`src/rtl/ovf_pkg.sv`:
```
package ovf_pkg;

  typedef enum logic [1:0] {
    OP_ADD_U = 2'b00,
    OP_SUB_U = 2'b01,
    OP_ADD_S = 2'b10,
    OP_SUB_S = 2'b11
  } op_e;

  function automatic logic op_is_sub(input op_e op);
    return op == OP_SUB_U || op == OP_SUB_S;
  endfunction

  function automatic logic op_is_signed(input op_e op);
    return op == OP_ADD_S || op == OP_SUB_S;
  endfunction

endpackage

```
`src/rtl/ovf_addsub.sv`:
```
module ovf_addsub #(
  parameter int DATA_W = 64,
  parameter int WORD_W = 32
) (
  input  logic [DATA_W-1:0] a,
  input  logic [DATA_W-1:0] b,
  input  logic              do_sub,
  input  logic              word,
  output logic [DATA_W-1:0] sum,
  output logic              ovf_u,
  output logic              ovf_s
);
  localparam int MSB   = DATA_W - 1;
  localparam int WMSB  = WORD_W - 1;
  localparam int EXT_W = DATA_W - WORD_W;

  function automatic logic [DATA_W-1:0] sext_w(input logic [DATA_W-1:0] v);
    return {{EXT_W{v[WMSB]}}, v[WMSB:0]};
  endfunction

  function automatic logic [DATA_W-1:0] zext_w(input logic [DATA_W-1:0] v);
    return {{EXT_W{1'b0}}, v[WMSB:0]};
  endfunction

  // unsigned add wraps exactly when the truncated sum drops below a
  function automatic logic add_uovf(input logic [DATA_W-1:0] x, input logic [DATA_W-1:0] s);
    return s < x;
  endfunction

  // signed add: (s < x signed) must agree with (y negative)
  function automatic logic add_sovf(input logic [DATA_W-1:0] x, input logic [DATA_W-1:0] y,
                                    input logic [DATA_W-1:0] s);
    return ($signed(s) < $signed(x)) != y[MSB];
  endfunction

  function automatic logic sub_uovf(input logic [DATA_W-1:0] x, input logic [DATA_W-1:0] y);
    return x < y;
  endfunction

  // signed sub: operands of different sign and result sign flipped from x
  function automatic logic sub_sovf(input logic [DATA_W-1:0] x, input logic [DATA_W-1:0] y,
                                    input logic [DATA_W-1:0] s);
    return (x[MSB] != y[MSB]) && (s[MSB] != x[MSB]);
  endfunction

  logic [DATA_W-1:0] dw_sum;
  logic [DATA_W-1:0] ws_a, ws_b, ws_sum;
  logic [DATA_W-1:0] wz_a, wz_b, wz_sum;
  logic              dw_u, dw_s, w_u, w_s;

  always_comb begin
    dw_sum = do_sub ? (a - b) : (a + b);
    dw_u   = do_sub ? sub_uovf(a, b) : add_uovf(a, dw_sum);
    dw_s   = do_sub ? sub_sovf(a, b, dw_sum) : add_sovf(a, b, dw_sum);

    ws_a   = sext_w(a);
    ws_b   = sext_w(b);
    ws_sum = do_sub ? (ws_a - ws_b) : (ws_a + ws_b);
    // word signed: full-width outcome disagrees with its own sign-extended low half
    w_s    = ws_sum != sext_w(ws_sum);

    wz_a   = zext_w(a);
    wz_b   = zext_w(b);
    wz_sum = do_sub ? (wz_a - wz_b) : (wz_a + wz_b);
    w_u    = wz_sum[WORD_W];

    sum    = word ? sext_w(dw_sum) : dw_sum;
    ovf_u  = word ? w_u : dw_u;
    ovf_s  = word ? w_s : dw_s;
  end

endmodule

```
`src/rtl/ovf_pick.sv`:
```
module ovf_pick (
  input  ovf_pkg::op_e op,
  input  logic         ovf_u,
  input  logic         ovf_s,
  output logic         ovf_now
);
  always_comb ovf_now = ovf_pkg::op_is_signed(op) ? ovf_s : ovf_u;
endmodule

```
`src/rtl/ovf_flags.sv`:
```
module ovf_flags (
  input  logic clk,
  input  logic rst_n,
  input  logic take,
  input  logic ovf_now,
  input  logic clr,
  output logic last_q,
  output logic sticky_q
);
  logic set_evt;
  assign set_evt = take & ovf_now;

  always_ff @(posedge clk or negedge rst_n) begin
    if (!rst_n) begin
      last_q   <= 1'b0;
      sticky_q <= 1'b0;
    end else begin
      if (take) last_q <= ovf_now;
      if (set_evt)  sticky_q <= 1'b1;
      else if (clr) sticky_q <= 1'b0;
    end
  end

  AST_LAST_TRACK: assert property (@(posedge clk) disable iff (!rst_n)
    take |=> last_q == $past(ovf_now));
  AST_LAST_HOLD: assert property (@(posedge clk) disable iff (!rst_n)
    !take |=> $stable(last_q));
  AST_STICKY_SET: assert property (@(posedge clk) disable iff (!rst_n)
    (take && ovf_now) |=> sticky_q);
  AST_STICKY_CLR: assert property (@(posedge clk) disable iff (!rst_n)
    (clr && !(take && ovf_now)) |=> !sticky_q);
  AST_STICKY_KEEP: assert property (@(posedge clk) disable iff (!rst_n)
    (!clr && sticky_q) |=> sticky_q);

endmodule

```
`src/rtl/ovf_adder_unit.sv`:
```
module ovf_adder_unit #(
  parameter int DATA_W = 64,
  parameter int WORD_W = 32
) (
  input  logic              clk,
  input  logic              rst_n,
  input  logic              op_valid,
  input  logic [1:0]        op_sel,
  input  logic              word_mode,
  input  logic [DATA_W-1:0] opnd_a,
  input  logic [DATA_W-1:0] opnd_b,
  input  logic              clr_sticky,
  input  logic              rd_flags,
  output logic [DATA_W-1:0] res,
  output logic              flag_last,
  output logic              flag_sticky
);
  import ovf_pkg::*;

  localparam int WMSB = WORD_W - 1;

  op_e               op;
  logic [DATA_W-1:0] sum_w;
  logic              raw_u, raw_s, ovf_now;
  logic              last_q, sticky_q;
  logic [DATA_W-1:0] res_q;

  assign op = op_e'(op_sel);

  ovf_addsub #(.DATA_W(DATA_W), .WORD_W(WORD_W)) u_dp (
    .a(opnd_a), .b(opnd_b), .do_sub(op_is_sub(op)), .word(word_mode),
    .sum(sum_w), .ovf_u(raw_u), .ovf_s(raw_s)
  );

  ovf_pick u_pick (.op(op), .ovf_u(raw_u), .ovf_s(raw_s), .ovf_now(ovf_now));

  ovf_flags u_flags (
    .clk(clk), .rst_n(rst_n), .take(op_valid), .ovf_now(ovf_now),
    .clr(clr_sticky), .last_q(last_q), .sticky_q(sticky_q)
  );

  always_ff @(posedge clk or negedge rst_n) begin
    if (!rst_n)        res_q <= '0;
    else if (op_valid) res_q <= sum_w;
  end

  assign res         = res_q;
  assign flag_last   = rd_flags & last_q;
  assign flag_sticky = rd_flags & sticky_q;

  AST_RES_HOLD: assert property (@(posedge clk) disable iff (!rst_n)
    !op_valid |=> $stable(res));
  AST_WORD_SEXT: assert property (@(posedge clk) disable iff (!rst_n)
    (op_valid && word_mode) |=> res[DATA_W-1:WORD_W] == {(DATA_W-WORD_W){res[WMSB]}});
  AST_FLAG_GATE: assert property (@(posedge clk) disable iff (!rst_n)
    !rd_flags |-> !flag_last && !flag_sticky);

endmodule

```
`config.mk`:
```
export PLATFORM = sky130hd
export DESIGN_NAME = ovf_adder_unit
export DESIGN_NICKNAME = d
export VERILOG_FILES = /design/src/rtl/ovf_pkg.sv /design/src/rtl/ovf_addsub.sv /design/src/rtl/ovf_pick.sv /design/src/rtl/ovf_flags.sv /design/src/rtl/ovf_adder_unit.sv
export SDC_FILE = /design/constraint.sdc
export NUM_CORES = 1
export LEC_CHECK = 0
export BUFFER_PORTS_ARGS = -buffer_cell sky130_fd_sc_hd__buf_2
export CAP_MARGIN = 20
export CORE_MARGIN = 3
export CORE_UTILIZATION = 35
export CTS_CLUSTER_SIZE = 25
export DETAILED_ROUTE_END_ITERATION = 8
export PLACE_DENSITY = 0.5
export SLEW_MARGIN = 20
export SYNTH_ARGS = -nofsm -noshare
export SYNTH_HDL_FRONTEND = slang
export SYNTH_SLANG_ARGS = --single-unit
```
`constraint.sdc`:
```
create_clock -name clk -period 1 [get_ports clk]
set_input_delay 0 -clock clk [delete_from_list [all_inputs] [get_ports clk]]
set_output_delay 0 -clock clk [all_outputs]
set_load 0.005 [all_outputs]
```
# [After elaboration in Yosys (flattened, before gate mapping)]
# Cells that the tools add are included.
[totals] reg_bits=66 output_inout_bits=66 word_cells=37
[classes] add_sub_neg=6 order_cmp=3 n_eq_ne=7 n_mux=11 bitwise=3 reduce_logical=4
[op_table] operator="$lt 64x64->1" count=3
[op_table] operator="$mux 64" count=3
[op_table] operator="$add 32x32->33" count=2
[op_table] operator="$sub 32x32->33" count=2
[op_table] operator="$add 64x64->64" count=1
[op_table] operator="$sub 64x64->64" count=1
[op_table] operator="$mux 33" count=1
[op_table] operator="$ne 32x32->1" count=1
[op_table] operator="$mux 1" count=7
[op_table] operator="$eq 2x2->1 const B" count=2
[op_table] operator="$and 1x1->1" count=3
[op_table] operator="$ne 1x1->1" count=3
[op_table] operator="$eq 2x1->1 const B" count=1
[op_table] operator="$logic_or 1x1->1" count=2
[op_table] operator="$reduce_bool 2->1" count=1
[op_table] operator="$logic_and 1x1->1" count=1

# [Longest topological paths before layout]
# Gate-level depths: netlist of the first run.
[depth] depth_word=10 ltp_mapped=24 ltp_nobuf=23

# [Cells and area by module]
# Synthesis of the first run repeated with hierarchy kept, for this count alone.
[hier_totals] hier_cells=1895 area_unflattened_um2=14547.7
[modules_own_cells] module="ovf_addsub" instances=1 cells_per_inst=1749 area_each_um2=11766.3 seq_area_each_um2=0.0
[modules_own_cells] module="ovf_adder_unit" instances=1 cells_per_inst=138 area_each_um2=2695.1 seq_area_each_um2=1601.5
[modules_own_cells] module="ovf_flags" instances=1 cells_per_inst=7 area_each_um2=71.3 seq_area_each_um2=50.0
[modules_own_cells] module="ovf_pick" instances=1 cells_per_inst=1 area_each_um2=15.0 seq_area_each_um2=0.0

# [Worst setup path before layout of the first run]
# Ideal clock, no wire load.
[synth_timing] path_type="input to register" start="input opnd_b[36]" end="register u_flags.last_q" setup_ps=66 t_arrival_ps=4559 required_time_ps=934 slack_ps=-3625 stages=22 path_cell_list="inv_1 -> ha_1 -> clkbuf_1 -> nor2_1 -> a221oi_1 -> o211ai_1 -> a211oi_1 -> nand2_1 -> o41ai_2 -> nand2_1 -> o211ai_1 -> xnor2_1 -> ha_1 -> nand4_1 -> nor4_1 -> nand3_1 -> or3_1 -> o21ai_1 -> xnor2_1 -> a2111oi_0 -> a2111oi_0 -> a21o_1"
[synth_via] elab_chain_cells=7 word_cells_on_any_way=14 classes_between="add/sub (2); order compare (3); eq/ne (2); mux (6); reduce/logical (1)"
[synth_lines] element="start: declaration" line="ovf_adder_unit.sv:11" text="input logic [DATA_W-1:0] opnd_b,"
[synth_lines] element="$add 64x64->64 or $sub 64x64->64 (tied branches)" line="ovf_addsub.sv:52" text="dw_sum = do_sub ? (a - b) : (a + b);"
[synth_lines] element="$mux 64" line="ovf_addsub.sv:52"
[synth_lines] element="$lt 64x64->1 or $ne 1x1->1 (tied branches)" line="ovf_addsub.sv:33, ovf_addsub.sv:43"
[synth_lines] element="$ne 1x1->1 or $logic_and 1x1->1 (tied branches)" line="ovf_addsub.sv:33, ovf_addsub.sv:43"
[synth_lines] element="$mux 1" line="ovf_addsub.sv:54" text="dw_s = do_sub ? sub_sovf(a, b, dw_sum) : add_sovf(a, b, dw_sum);"
[synth_lines] element="$mux 1" line="ovf_addsub.sv:69" text="ovf_s = word ? w_s : dw_s;"
[synth_lines] element="$mux 1 *" line="ovf_pick.sv:7" text="always_comb ovf_now = ovf_pkg::op_is_signed(op) ? ovf_s : ovf_u;"
[synth_lines] element="end signal: assignment" line="ovf_flags.sv:18" text="if (take) last_q <= ovf_now;"
[synth_lines] element="end: declaration" line="ovf_flags.sv:7" text="output logic last_q,"
# Every way passes the cells marked *; elsewhere a longest branch is shown, timed or not.
# A chain may end at the register's enable or synchronous reset.

# [Worst setup path after layout of the first run]
[layout_timing] start="input opnd_a[53]" end="register u_flags.sticky_q"
[layout_via] elab_chain_cells=9 word_cells_on_any_way=17 classes_between="add/sub (2); order compare (3); eq/ne (2); mux (7); bitwise (1); reduce/logical (2)"
[layout_lines] element="start: declaration" line="ovf_adder_unit.sv:10" text="input logic [DATA_W-1:0] opnd_a,"
[layout_lines] element="$add 64x64->64 or $sub 64x64->64 (tied branches)" line="ovf_addsub.sv:52"
[layout_lines] element="$mux 64" line="ovf_addsub.sv:52"
[layout_lines] element="$lt 64x64->1 or $ne 1x1->1 (tied branches)" line="ovf_addsub.sv:33, ovf_addsub.sv:43"
[layout_lines] element="$ne 1x1->1 or $logic_and 1x1->1 (tied branches)" line="ovf_addsub.sv:33, ovf_addsub.sv:43"
[layout_lines] element="$mux 1" line="ovf_addsub.sv:54"
[layout_lines] element="$mux 1" line="ovf_addsub.sv:69"
[layout_lines] element="$mux 1 *" line="ovf_pick.sv:7"
[layout_lines] element="$and 1x1->1 *" line="ovf_flags.sv:11" text="assign set_evt = take & ovf_now;"
[layout_lines] element="$mux 1 or $reduce_bool 2->1 (tied branches)"
[layout_lines] element="end signal: assignment" line="ovf_flags.sv:16" text="sticky_q <= 1'b0;"
[layout_lines] element="end signal: assignment" line="ovf_flags.sv:19" text="if (set_evt) sticky_q <= 1'b1;"
[layout_lines] element="end signal: assignment" line="ovf_flags.sv:20" text="else if (clr) sticky_q <= 1'b0;"
[layout_lines] element="end: declaration" line="ovf_flags.sv:8" text="output logic sticky_q"
# Marked as above.

==> summary.txt, run 1 <==
Outcome - finished with violations
Failing checks - setup timing
Final setup violation count - 68
Highest routed layer - met4
Reg clk slew, reported paths - 70 ps
CP arrival - 4960 ps
Commonest cells after routing, fill and taps aside - buf_4, buf_2, inv_1, ha_1, a21oi_1
I/O pin cnt - 202
Syn nets - 2,330
Setup slack after placement - -4440 ps
Final wirelength - 73.3 mm
Post-synth EDFFs - 0
DRC - 0
Gpl congestion - 1.01
Yosys reg bits - 66
CP endpoint kind - flop
Max Slew Vio Count - 0
Highest clock rate - 0.214 GHz
Vias in the first global route - 19,300
RSZ-0062 raised after global routing - yes
Unique masters post-synth - 93
Number of I/O port buffers - 201
Maximum root-to-sink buffer count - 2
WL met2 - 34.2 mm
Max-cap violations - 0
Overall power - 25,900 uW
Iteration-0 DRC Markers - 1,346
Synth top area cells - ha_1, dfrtp_1, a21oi_1
Syn. warnings - 0
Clk_skew - 0 ps
Layout cells sized above 1 - 48.8%
First-pass GRT wire length - 111 mm
Required time worst endpoint - 1280 ps
WS Path Type - input pin to flop
Overall Global Routing Usage - 32.6%
TritonCTS clock tree - done
Flop2flop setup slack - 130 ps
Total gr overflow - 0
Fillers - 3,600
DP Wirelength - 60.4 mm
Syn Area/Cell - 7.21 sq um
Antenna fix cells - 0
Slew headroom - 42.3%
Avg Vias per Cell - 5.47
Clock Tree Root - clkbuf_16
Ys async rst share - 100%
Total clock sinks - 66
Gate Count Post-Synth - 1,969
First drt pass iteration count - 6
# nets final - 3,341
Power Density - 1030 mW/mm^2
Die Span Y - 207 um
Die width - 207 um
Num CTS Buffers - 9
Clk_lat worst skew - 380 ps
Largest net degree at the start of global routing - 67
DR vias - 19,200
Worst hold path class - input pin to flop
Post-synth top flop - dfrtp_1
Core Area - 0.0399 sq mm
Post-Route Utilization - 63.1%
Worst-path maximum fanout - 3
Fin. Hold Viols - 0
Number of core rows - 73
Die area - 0.0430 sq mm
Peak VDD IR - 0.947 mV
Min cycle time layout - 4680 ps
Metal1 wirelength - 33.2 mm
Final critical-path share of the clock period - 468%
Slew of the pin with the lowest slew margin - 858 ps
Antenna violations before repair - 0
Commonest non-fill, non-tap cell in the layout - buf_4
Synth top area share - 19.7%
H-tree levels - 3
Top cell type by total area after synthesis - ha_1
Met3 routed WL - 3.68 mm
Footprint of the multi-input gates - 0.0136 sq mm
Register Area - 0.00165 sq mm
Area Overhead vs Synth - 77.3%
Leak - 0.0120 uW
DR WL/cell - 20.9 um
ANT nets after route - 0
Initial Util - 35.6%
PnR worst setup slack - -3680 ps
Register area share after synthesis - 11.6%
Setup crit start kind - input pin
Synth Cell Area - 0.0142 sq mm
cell families (layout without fill, tap and decap cells):
logic type      count (synthesis)  count (layout)  synth area share, %
flops                          66              66                 11.6
compound gates                642             642                 30.4
fa+ha+maj                     225             225                 19.9
xor+xnor                       97              97                 6.04
mux                            34              34                 2.66
simple gates                  610             611                 21.1
buf+inv                       295            1310                 8.24
power breakdown:
group / internal (uW) / leakage (uW) / switching [uW] / total (uW)
clock: 2200 / 0.000156 / 1660 / 3860
combinational: 9140 / 0.0111 / 9090 / 18200
sequential: 3320 / 0.000773 / 470 / 3790
flip-flops by register name (all words and copies together), names as in the netlist:
register / flops
res: 64
u_flags.last_q: 1
u_flags.sticky_q: 1
worst max-delay path, cell delays in order:
cell and delay, ps:
buf_2 110, ha_1 320, a21oi_1 210, o31ai_1 240
a21oi_2 230, inv_1 90, a221o_1 360, a32o_1 260
or4_1 540, o21ai_2 180, xnor2_1 110, ha_1 310
nand4_1 250, nor4_4 290, nand3_1 150, or3_1 340
o21ai_2 210, xnor2_1 110, a2111oi_2 360, a2111oi_2 100
a21o_1 190
per-layer routing:
metal  GRT usage (%)  vias up
met5               0        -
li1                -     9231
met3            3.64       99
met4            10.9        0
met2            54.1      598
met1            44.1     9277
path summary, 6_finish.rpt:
| kind | start | endpoint | cells after the start |
|---|---|---|---|
| max | opnd_a[53] | u_flags.sticky_q | 21 |
| max reg2reg | res[53] | res[53] | 1 |
| min reg2reg | res[2] | res[2] | 2 |
| min | opnd_b[0] | res[0] | 4 |
| max in group asynchronous | rst_n | res[19] | 3 |
| min in group asynchronous | rst_n | res[49] | 3 |
layout make-up:
class / instances / area share [%]
clock buffers: 9 / 0.894
inverters: 202 / 3.28
repair buffers: 1092 / 32.3
multi-input cells: 1609 / 54.0
well taps: 525 / 2.61
flip-flops and latches: 66 / 6.56
clock inverters: 7 / 0.393
per-stage QoR:
step,cell area [sq um],instances,hold WS (ps),setup TNS (ps)
floorplan,15200,1969,-296,-78050
global route,25200,3510,73.8,-107660
finish,25200,3510,66.0,-102120
CTS,24200,3482,44.8,-100330
global placement,22400,3414,41.7,-129060
detailed placement,22400,3414,60.7,-130340
synth_stat cells, drive strengths merged, types with 9 or more instances:
master and count:
a2111oi 10, a211oi 20, a21o 34, a21oi 217, a221o 20, a31oi 26, and2 12, buf 44
clkbuf 49, dfrtp 66, ha 223, inv 201, mux2 30, nand2 125, nand2b 20, nand3 57
nand4 54, nor2 180, nor2b 31, nor3 50, nor4 38, o211ai 26, o21a 15, o21ai 118
o21bai 22, o221ai 11, o22ai 9, o31a 12, o31ai 29, or4 10, xnor2 89
timing repair:
item,CTS,global route
setup endpoints to repair,69,67
gates resized for setup,220,153
gates cloned,1,0
buffers inserted,62,41
pin swaps,79,97
hold endpoints to repair,68,0
hold buffers,3,0
(Power assumes the default switching activity.)
==> run 2: changes to the inputs <==
==> constraint.sdc (replaced) <==
create_clock -name clk -period 1 [get_ports clk]
set_input_delay 0.2 -clock clk [delete_from_list [all_inputs] [get_ports clk]]
set_output_delay 0.2 -clock clk [all_outputs]
set_load 0.005 [all_outputs]
==> run 2 against run 1 <==
The run still ends with setup timing left; wire length fell by 0.27%; highest routed layer unchanged; first-iteration DRC count increased by 1.9%; hold slack better by 100 ps; clock power grew 7.8%.
==> summary.txt, run 2 (same netlist as run 1, synthesis figures left out) <==
Avg Vias per Cell - 5.49 (was 5.47)
Layout cells sized above 1 - 48.4% (was 48.8%)
Max-cap violations - 0 (unchanged)
H-tree levels - 3 (unchanged)
Switching Fraction - 42.7% (was 43.3%)
Finished Cell Area - 0.0249 sq mm (was 0.0252 sq mm)
Clk_skew - 0 ps (unchanged)
Highest clock rate - 0.209 GHz (was 0.214 GHz)
Pint - 15,000 uW (was 14,700 uW)
Crit-path cells - buf_4, inv_8, ha_4, buf_6, nand3_1, o211ai_1, o311ai_2, nand3_1, buf_6, o2111ai_4, a2111oi_4, a41oi_2, xnor2_1, ha_1, nand4_1, nor4_4, nand3_2, or3_4, o21ai_4, xnor2_2, a2111oi_4, a2111oi_2, a21o_1 (was buf_2, ha_1, a21oi_1, o31ai_1, a21oi_2, inv_1, a221o_1, a32o_1, or4_1, o21ai_2, xnor2_1, ha_1, nand4_1, nor4_4, nand3_1, or3_1, o21ai_2, xnor2_1, a2111oi_2, a2111oi_2, a21o_1)
CP arrival - 5070 ps (was 4960 ps)
Setup crit start kind - input pin (unchanged)
Worst-path maximum fanout - 4 (was 3)
Combinational share of power - 69.7% (was 70.4%)
Die Span Y - 207 um (unchanged)
WS Path Type - input pin to flop (unchanged)
Largest delay share family, worst path - compound AO/OA/AOI/OAI gates (unchanged)
Post-place instance area - 0.0225 sq mm (was 0.0224 sq mm)
Antenna fix cells - 0 (unchanged)
# nets final - 3,310 (was 3,341)
CP bufs+invs - 4 (was 2)
PnR worst setup slack - -3790 ps (was -3680 ps)
Initial Util - 35.6% (unchanged)
Total gr overflow - 0 (unchanged)
Final setup violation count - 131 (was 68)
Min cycle time layout - 4790 ps (was 4680 ps)
Total clock sinks - 66 (unchanged)
RSZ-0062 raised after global routing - yes (unchanged)
Final wirelength - 73.1 mm (was 73.3 mm)
Commonest cells after routing, fill and taps aside - buf_4, buf_2, ha_1 (was buf_4, buf_2, inv_1, ha_1, a21oi_1)
Number of core rows - 73 (unchanged)
Max reg flops - 64 (unchanged)
Required time worst endpoint - 1280 ps (about the same)
Die area - 0.0430 sq mm (unchanged)
Fin. Hold Viols - 0 (unchanged)
Slew of the pin with the lowest slew margin - 769 ps (was 858 ps)
Slew headroom - 48.3% (was 42.3%)
Critical path's largest stage delay - 470 ps (was 540 ps)
Power Density - 1050 mW/mm^2 (was 1030 mW/mm^2)
Max Slew Vio Count - 0 (unchanged)
Final critical-path share of the clock period - 479% (was 468%)
DRC - 0 (unchanged)
Maximum root-to-sink buffer count - 2 (unchanged)
TritonCTS clock tree - done (unchanged)
Area Overhead vs Synth - 75.5% (was 77.3%)
Antenna violations before repair - 0 (unchanged)
Clk_lat worst skew - 380 ps (about the same)
Outcome - finished with violations (unchanged)
Reg power frac - 14.4% (was 14.6%)
Number of I/O port buffers - 201 (unchanged)
Core Area - 0.0399 sq mm (unchanged)
Die width - 207 um (unchanged)
Flop2flop setup slack - 140 ps (was 130 ps)
Leak - 0.0119 uW (was 0.0120 uW)
DR WL/cell - 21.0 um (was 20.9 um)
First drt pass iteration count - 6 (unchanged)
DP Wirelength - 61.1 mm (was 60.4 mm)
Crit path max-delay cell type - o211ai_1 (was or4_1)
Gpl congestion - 1.01 (about the same)
Iteration-0 DRC Markers - 1,371 (was 1,346)
Num CTS Buffers - 9 (unchanged)
Worst hold path class - input pin to flop (unchanged)
Reg clk slew, reported paths - 60 ps (was 70 ps)
Vias in the first global route - 19,000 (was 19,300)
Clock Tree Root - clkbuf_16 (unchanged)
First-pass GRT wire length - 109 mm (was 111 mm)
ANT nets after route - 0 (unchanged)
I/O pin cnt - 202 (unchanged)
Clk pwr share - 15.9% (was 14.9%)
Peak VDD IR - 0.969 mV (was 0.947 mV)
Commonest non-fill, non-tap cell in the layout - buf_4 (unchanged)
Failing checks - setup timing (unchanged)
Largest net degree at the start of global routing - 52 (was 67)
Net Switching - 11,200 uW (about the same)
Setup slack after placement - -4490 ps (was -4440 ps)
DR vias - 19,100 (was 19,200)
Overall Global Routing Usage - 32.1% (was 32.6%)
CP endpoint kind - flop (unchanged)
## run 2: cell count changes in the layout (fill, tap and decap cells not counted), moves of 6 or more
cell and delta:
nand3_2 +6, buf_4 -22, o21ai_1 +10, buf_8 -9, o21ai_0 -7
## run 2: metal layers
metal	part of all wire [%]	vias up	track usage, %	routed length, um
li1	-	9173	-	-
met1	44	9165	42.6	32200
met2	46	610	53.5	33900
met3	5.5	130	3.60	4040
met4	4.1	0	12.9	2980
met5	0	-	0	0
## run 2: area by class of cell
| type | count | area [sq um] |
|---|---|---|
| flip-flops and latches | 66 | 1650 |
| repair buffers | 1061 | 7860 |
| fillers | 3653 | 15000 |
| clock buffers | 11 | 253 |
| well taps | 525 | 657 |
| inverters | 202 | 830 |
| multi-input cells | 1609 | 13600 |
| clock inverters | 4 | 98.8 |
## run 2: worst paths after layout
| kind | startpoint | end | depth (start not counted) |
|---|---|---|---|
| worst max-delay path | opnd_b[8] | u_flags.last_q | 23 |
| worst min-delay path | clr_sticky | u_flags.sticky_q | 3 |
| worst max register to register | res[50] | res[50] | 1 |
| worst min register to register | res[59] | res[59] | 2 |
| max in group asynchronous | rst_n | res[31] | 3 |
| min in group asynchronous | rst_n | res[2] | 2 |
## run 2: what timing repair did
action                     in CTS  in global routing
cloned                          1                  0
setup endpoints to repair     131                131
hold endpoints to repair       66                  0
setup buffers                  10                 45
pin swaps                      40                111
hold buffers                    1                  0
gates resized for setup        96                258
## run 2: through the flow
step,cells,util (%),hold WS (ps),TNS (ps),total power (uW)
finish,3478,62.4,168,-126450,26100
global route,3478,62.4,155,-133090,27600
CTS,3442,58.7,138,-123480,24600
detailed placement,3416,56.3,54.7,-149370,19700
global placement,3416,56.3,53.3,-147900,19600
floorplan,1969,-,-95.6,-91030,11300
## run 2: power groups by stage
stage	Combinational (uW)	Sequential [uW]	Clock [uW]
after CTS	16600	3760	4260
final	18200	3770	4160
after detailed placement	16000	3790	0
after global routing	19500	3840	4290
after global placement	15900	3760	0
after floorplan	7510	3750	0
==> run 3: changes to the inputs <==
CORE_UTILIZATION = 50   (was 35)
PLACE_DENSITY = 0.68   (was 0.5)
==> run 3 against run 2 <==
The flow now stops in global routing (5_1_grt); area after synthesis unchanged; synthesized cell count unchanged.
==> summary.txt, run 3 <==
Setup slack after placement - -4750 ps (was -4490 ps)
Stop stage - global routing (5_1_grt)
Number of core rows - 61 (was 73)
Post-synth top flop - dfrtp_1 (unchanged)
Initial Util - 51.0% (was 35.6%)
Post-synth EDFFs - 0 (unchanged)
Maximum root-to-sink buffer count - 2 (unchanged)
Register area share after synthesis - 11.6% (unchanged)
Total clock sinks - 66 (unchanged)
Ys async rst share - 100% (unchanged)
Number of I/O port buffers - 201 (unchanged)
Stop err - [ERROR GRT-0232] Routing congestion too high. Check the congestion heatmap in the GUI.
H-tree levels - 3 (unchanged)
Worst endpoint after global-route timing repair - u_flags.last_q$_DFFE_PN0P_/D
Syn nets - 2,330 (unchanged)
Syn. warnings - 0 (unchanged)
Clock Tree Root - clkbuf_16 (unchanged)
Syn Area/Cell - 7.21 sq um (unchanged)
WEP type - sequential cell input
Outcome - did not finish (was finished with violations)
Gpl congestion - 1.08 (was 1.01)
Synth top area cells - ha_1, dfrtp_1, a21oi_1 (unchanged)
Gate Count Post-Synth - 1,969 (unchanged)
Die Span Y - 175 um (was 207 um)
I/O pin cnt - 202 (unchanged)
Die width - 175 um (was 207 um)
Total gr overflow - 65
DP Wirelength - 55.6 mm (was 61.1 mm)
Post-place instance area - 0.0220 sq mm (was 0.0225 sq mm)
Top-count cell post-synth - ha_1 (unchanged)
Synth Cell Area - 0.0142 sq mm (unchanged)
Yosys reg bits - 66 (unchanged)
Post-synth top cells - ha_1, a21oi_1, inv_1 (unchanged)
Largest net degree at the start of global routing - 44
Num CTS Buffers - 9 (unchanged)
Synth top area share - 19.7% (unchanged)
Unique masters post-synth - 93 (unchanged)
Overall Global Routing Usage - 76.6%
Top cell type by total area after synthesis - ha_1 (unchanged)
## run 3: kinds of logic after synthesis
family | synth area share [%]
AO/OA/AOI/OAI | 30.4
AND/OR/NAND/NOR | 21.1
buffers and inverters | 8.24
adder cells (fa/ha/maj) | 19.9
XOR/XNOR | 6.04
flip-flops | 11.6
multiplexers | 2.66
## run 3: per-stage QoR
stage,setup TNS [ps],hold slack [ps],instances,utilization (%)
2_1_floorplan,-91030,-95.6,1969,-
3_3_place_gp,-137440,198,3232,78.9
3_5_place_dp,-140800,208,3232,78.9
4_1_cts,-117010,179,3349,87.2
## run 3: layer usage
| layer | GRT usage, % | overflow |
|---|---|---|
| met5 | 29.0 | 0 |
| met4 | 79.7 | 33 |
| met3 | 60.9 | 3 |
| met2 | 93.2 | 29 |
| met1 | 75.4 | 0 |
## run 3: what timing repair did
item / 4_1_cts
hold buffers: 1
gates cloned: 1
buffers inserted: 110
hold endpoints to repair: 66
gates resized for setup: 261
pin swaps: 76
setup endpoints to repair: 131
==> run 4: changes to the inputs <==
CORE_UTILIZATION = 35   (was 50)
CTS_CLUSTER_SIZE = unset   (was 25)
PLACE_DENSITY = unset   (was 0.68)
PLACE_DENSITY_LB_ADDON = 0.15   (was unset)
==> run 4 against run 3 <==
The flow now finishes, with violations (setup timing).
==> summary.txt, run 4 (same netlist as run 1, synthesis figures left out) <==
First-pass GRT wire length - 107 mm
Crit-path cells - buf_12, inv_12, ha_4, nand2b_4, a221o_1, a211oi_2, a211oi_2, o211ai_1, buf_4, a21boi_4, buf_6, a211o_1, a41oi_2, xnor2_1, ha_1, nand4_1, nor4_4, nand3_2, or3_4, o21ai_4, xnor2_2, a2111oi_2, a2111oi_2, a21o_1
Antenna violations before repair - 0
Reg clk slew, reported paths - 70 ps
Met1 usage - 42.0%
I/O pin cnt - 202 (unchanged)
Overall Global Routing Usage - 31.2%
Cells after DPL - 3,400 (was 3,232)
Crit path max-delay cell type - nor4_4
Vias in the first global route - 18,900
WHS - 105 ps
Critical path's largest stage delay - 420 ps
Outcome - finished with violations (was did not finish)
Maximum root-to-sink buffer count - 2 (unchanged)
Register Area - 0.00165 sq mm
TNS Setup - -119,760 ps
DRC - 0
Commonest non-fill, non-tap cell in the layout - buf_4
Clock Tree Root - clkbuf_16 (unchanged)
DR WL/cell - 20.3 um
R2r startpoint - res[58]
Footprint of the multi-input gates - 0.0134 sq mm
TritonCTS clock tree - done
Finished Cell Area - 0.0249 sq mm
Clk_lat worst skew - 380 ps
Crit path depth - 24
Fillers - 3,612
Setup crit start kind - input pin
Antenna fix cells - 0
H-tree levels - 3 (unchanged)
Largest net degree at the start of global routing - 50
Min cycle time layout - 5030 ps
Worst Reg-to-Reg Cells - 2
Max-cap violations - 0
GR met3 Demand/Resource - 3.76%
WHS Path Cells - 3
Worst Setup SP - opnd_b[6]
Final setup violation count - 131
CP arrival - 5310 ps
Number of I/O port buffers - 201 (unchanged)
Worst hold path class - input pin to flop
Post-Layout Cell Count - 3,507
Area Overhead vs Synth - 75.6%
Top Usage Layer GRT - met2
# nets final - 3,338
RSZ-0062 raised after global routing - yes
Fin. Hold Viols - 0
First drt pass iteration count - 6
Hold path startpoint - clr_sticky
Final critical-path share of the clock period - 503%
Avg Vias per Cell - 5.48
Commonest cells after routing, fill and taps aside - buf_4, inv_1, buf_2
Slew headroom - 50.6%
Die Span Y - 207 um (was 175 um)
Leak - 0.0120 uW
Highest clock rate - 0.199 GHz
Post-place instance area - 0.0224 sq mm (was 0.0220 sq mm)
Clk_skew - 0 ps
DR vias - 19,200
ANT nets after route - 0
Die width - 207 um (was 175 um)
CP endpoint kind - flop
Failing checks - setup timing
Layout cells sized above 1 - 48.2%
Number of core rows - 73 (was 61)
WS Path Type - input pin to flop
Gpl congestion - 0.985 (was 1.08)
Post-Route Utilization - 62.5%
PnR worst setup slack - -4030 ps
Initial Util - 35.6% (was 51.0%)
Worst-path maximum fanout - 5
Largest delay share family, worst path - compound AO/OA/AOI/OAI gates
Max reg flops - 64
Slew of the pin with the lowest slew margin - 740 ps
Total clock sinks - 66 (unchanged)
Num CTS Buffers - 9 (unchanged)
Max Slew Vio Count - 0
CP bufs+invs - 4
Final wirelength - 71.2 mm
Core Area - 0.0399 sq mm
Total gr overflow - 0
Peak VDD IR - 0.877 mV
Power Density - 1030 mW/mm^2
Iteration-0 DRC Markers - 1,638
DP Wirelength - 59.1 mm (was 55.6 mm)
M2 GR Usage - 52.3%
Die area - 0.0430 sq mm
Required time worst endpoint - 1280 ps
[run 4: area by class of cell]
cell class	count	area share, %
tap	525	2.63
sequential	66	6.63
inverter	202	3.35
clock inverter	7	0.321
multi-input combinational	1609	53.6
timing repair buffer	1089	32.6
clock buffer	9	0.903
[run 4: metal layers]
layer,share of wire [%],vias to the layer above
met1,44,9157
li1,-,9238
met4,3.2,0
met3,5.8,120
met5,0,-
met2,47,691
[run 4: final timing paths]
path	end	slack, ps
max reg2reg	res[58]	20
min	u_flags.sticky_q	110
min in group asynchronous	res[31]	330
max in group asynchronous	res[57]	230
max	u_flags.last_q	-4030
min reg2reg	res[0]	490
[run 4: per-stage QoR]
step | setup slack [ps] | total power (uW)
after floorplan | -3520 | 11300
after global placement | -4780 | 19500
after detailed placement | -4750 | 19600
after CTS | -3860 | 24300
after global routing | -4250 | 27200
final | -4030 | 25700
[run 4: timing repair]
item | CTS | global route
hold buffers | 1 | 0
gates cloned | 1 | 0
setup endpoints to repair | 131 | 131
pin swaps | 52 | 117
buffers inserted | 35 | 79
gates resized for setup | 114 | 212
endpoints found under the hold margin | 66 | 0
[run 4: tightest hold or removal path, stage by stage]
cell	delay, ps
buf_2	110
inv_1	50
a21o_1	100
[run 4: report_power, final]
part	total (uW)	switching (uW)	internal, uW
sequential	3770	446	3320
combinational	18200	9040	9200
clock	3730	1750	1980
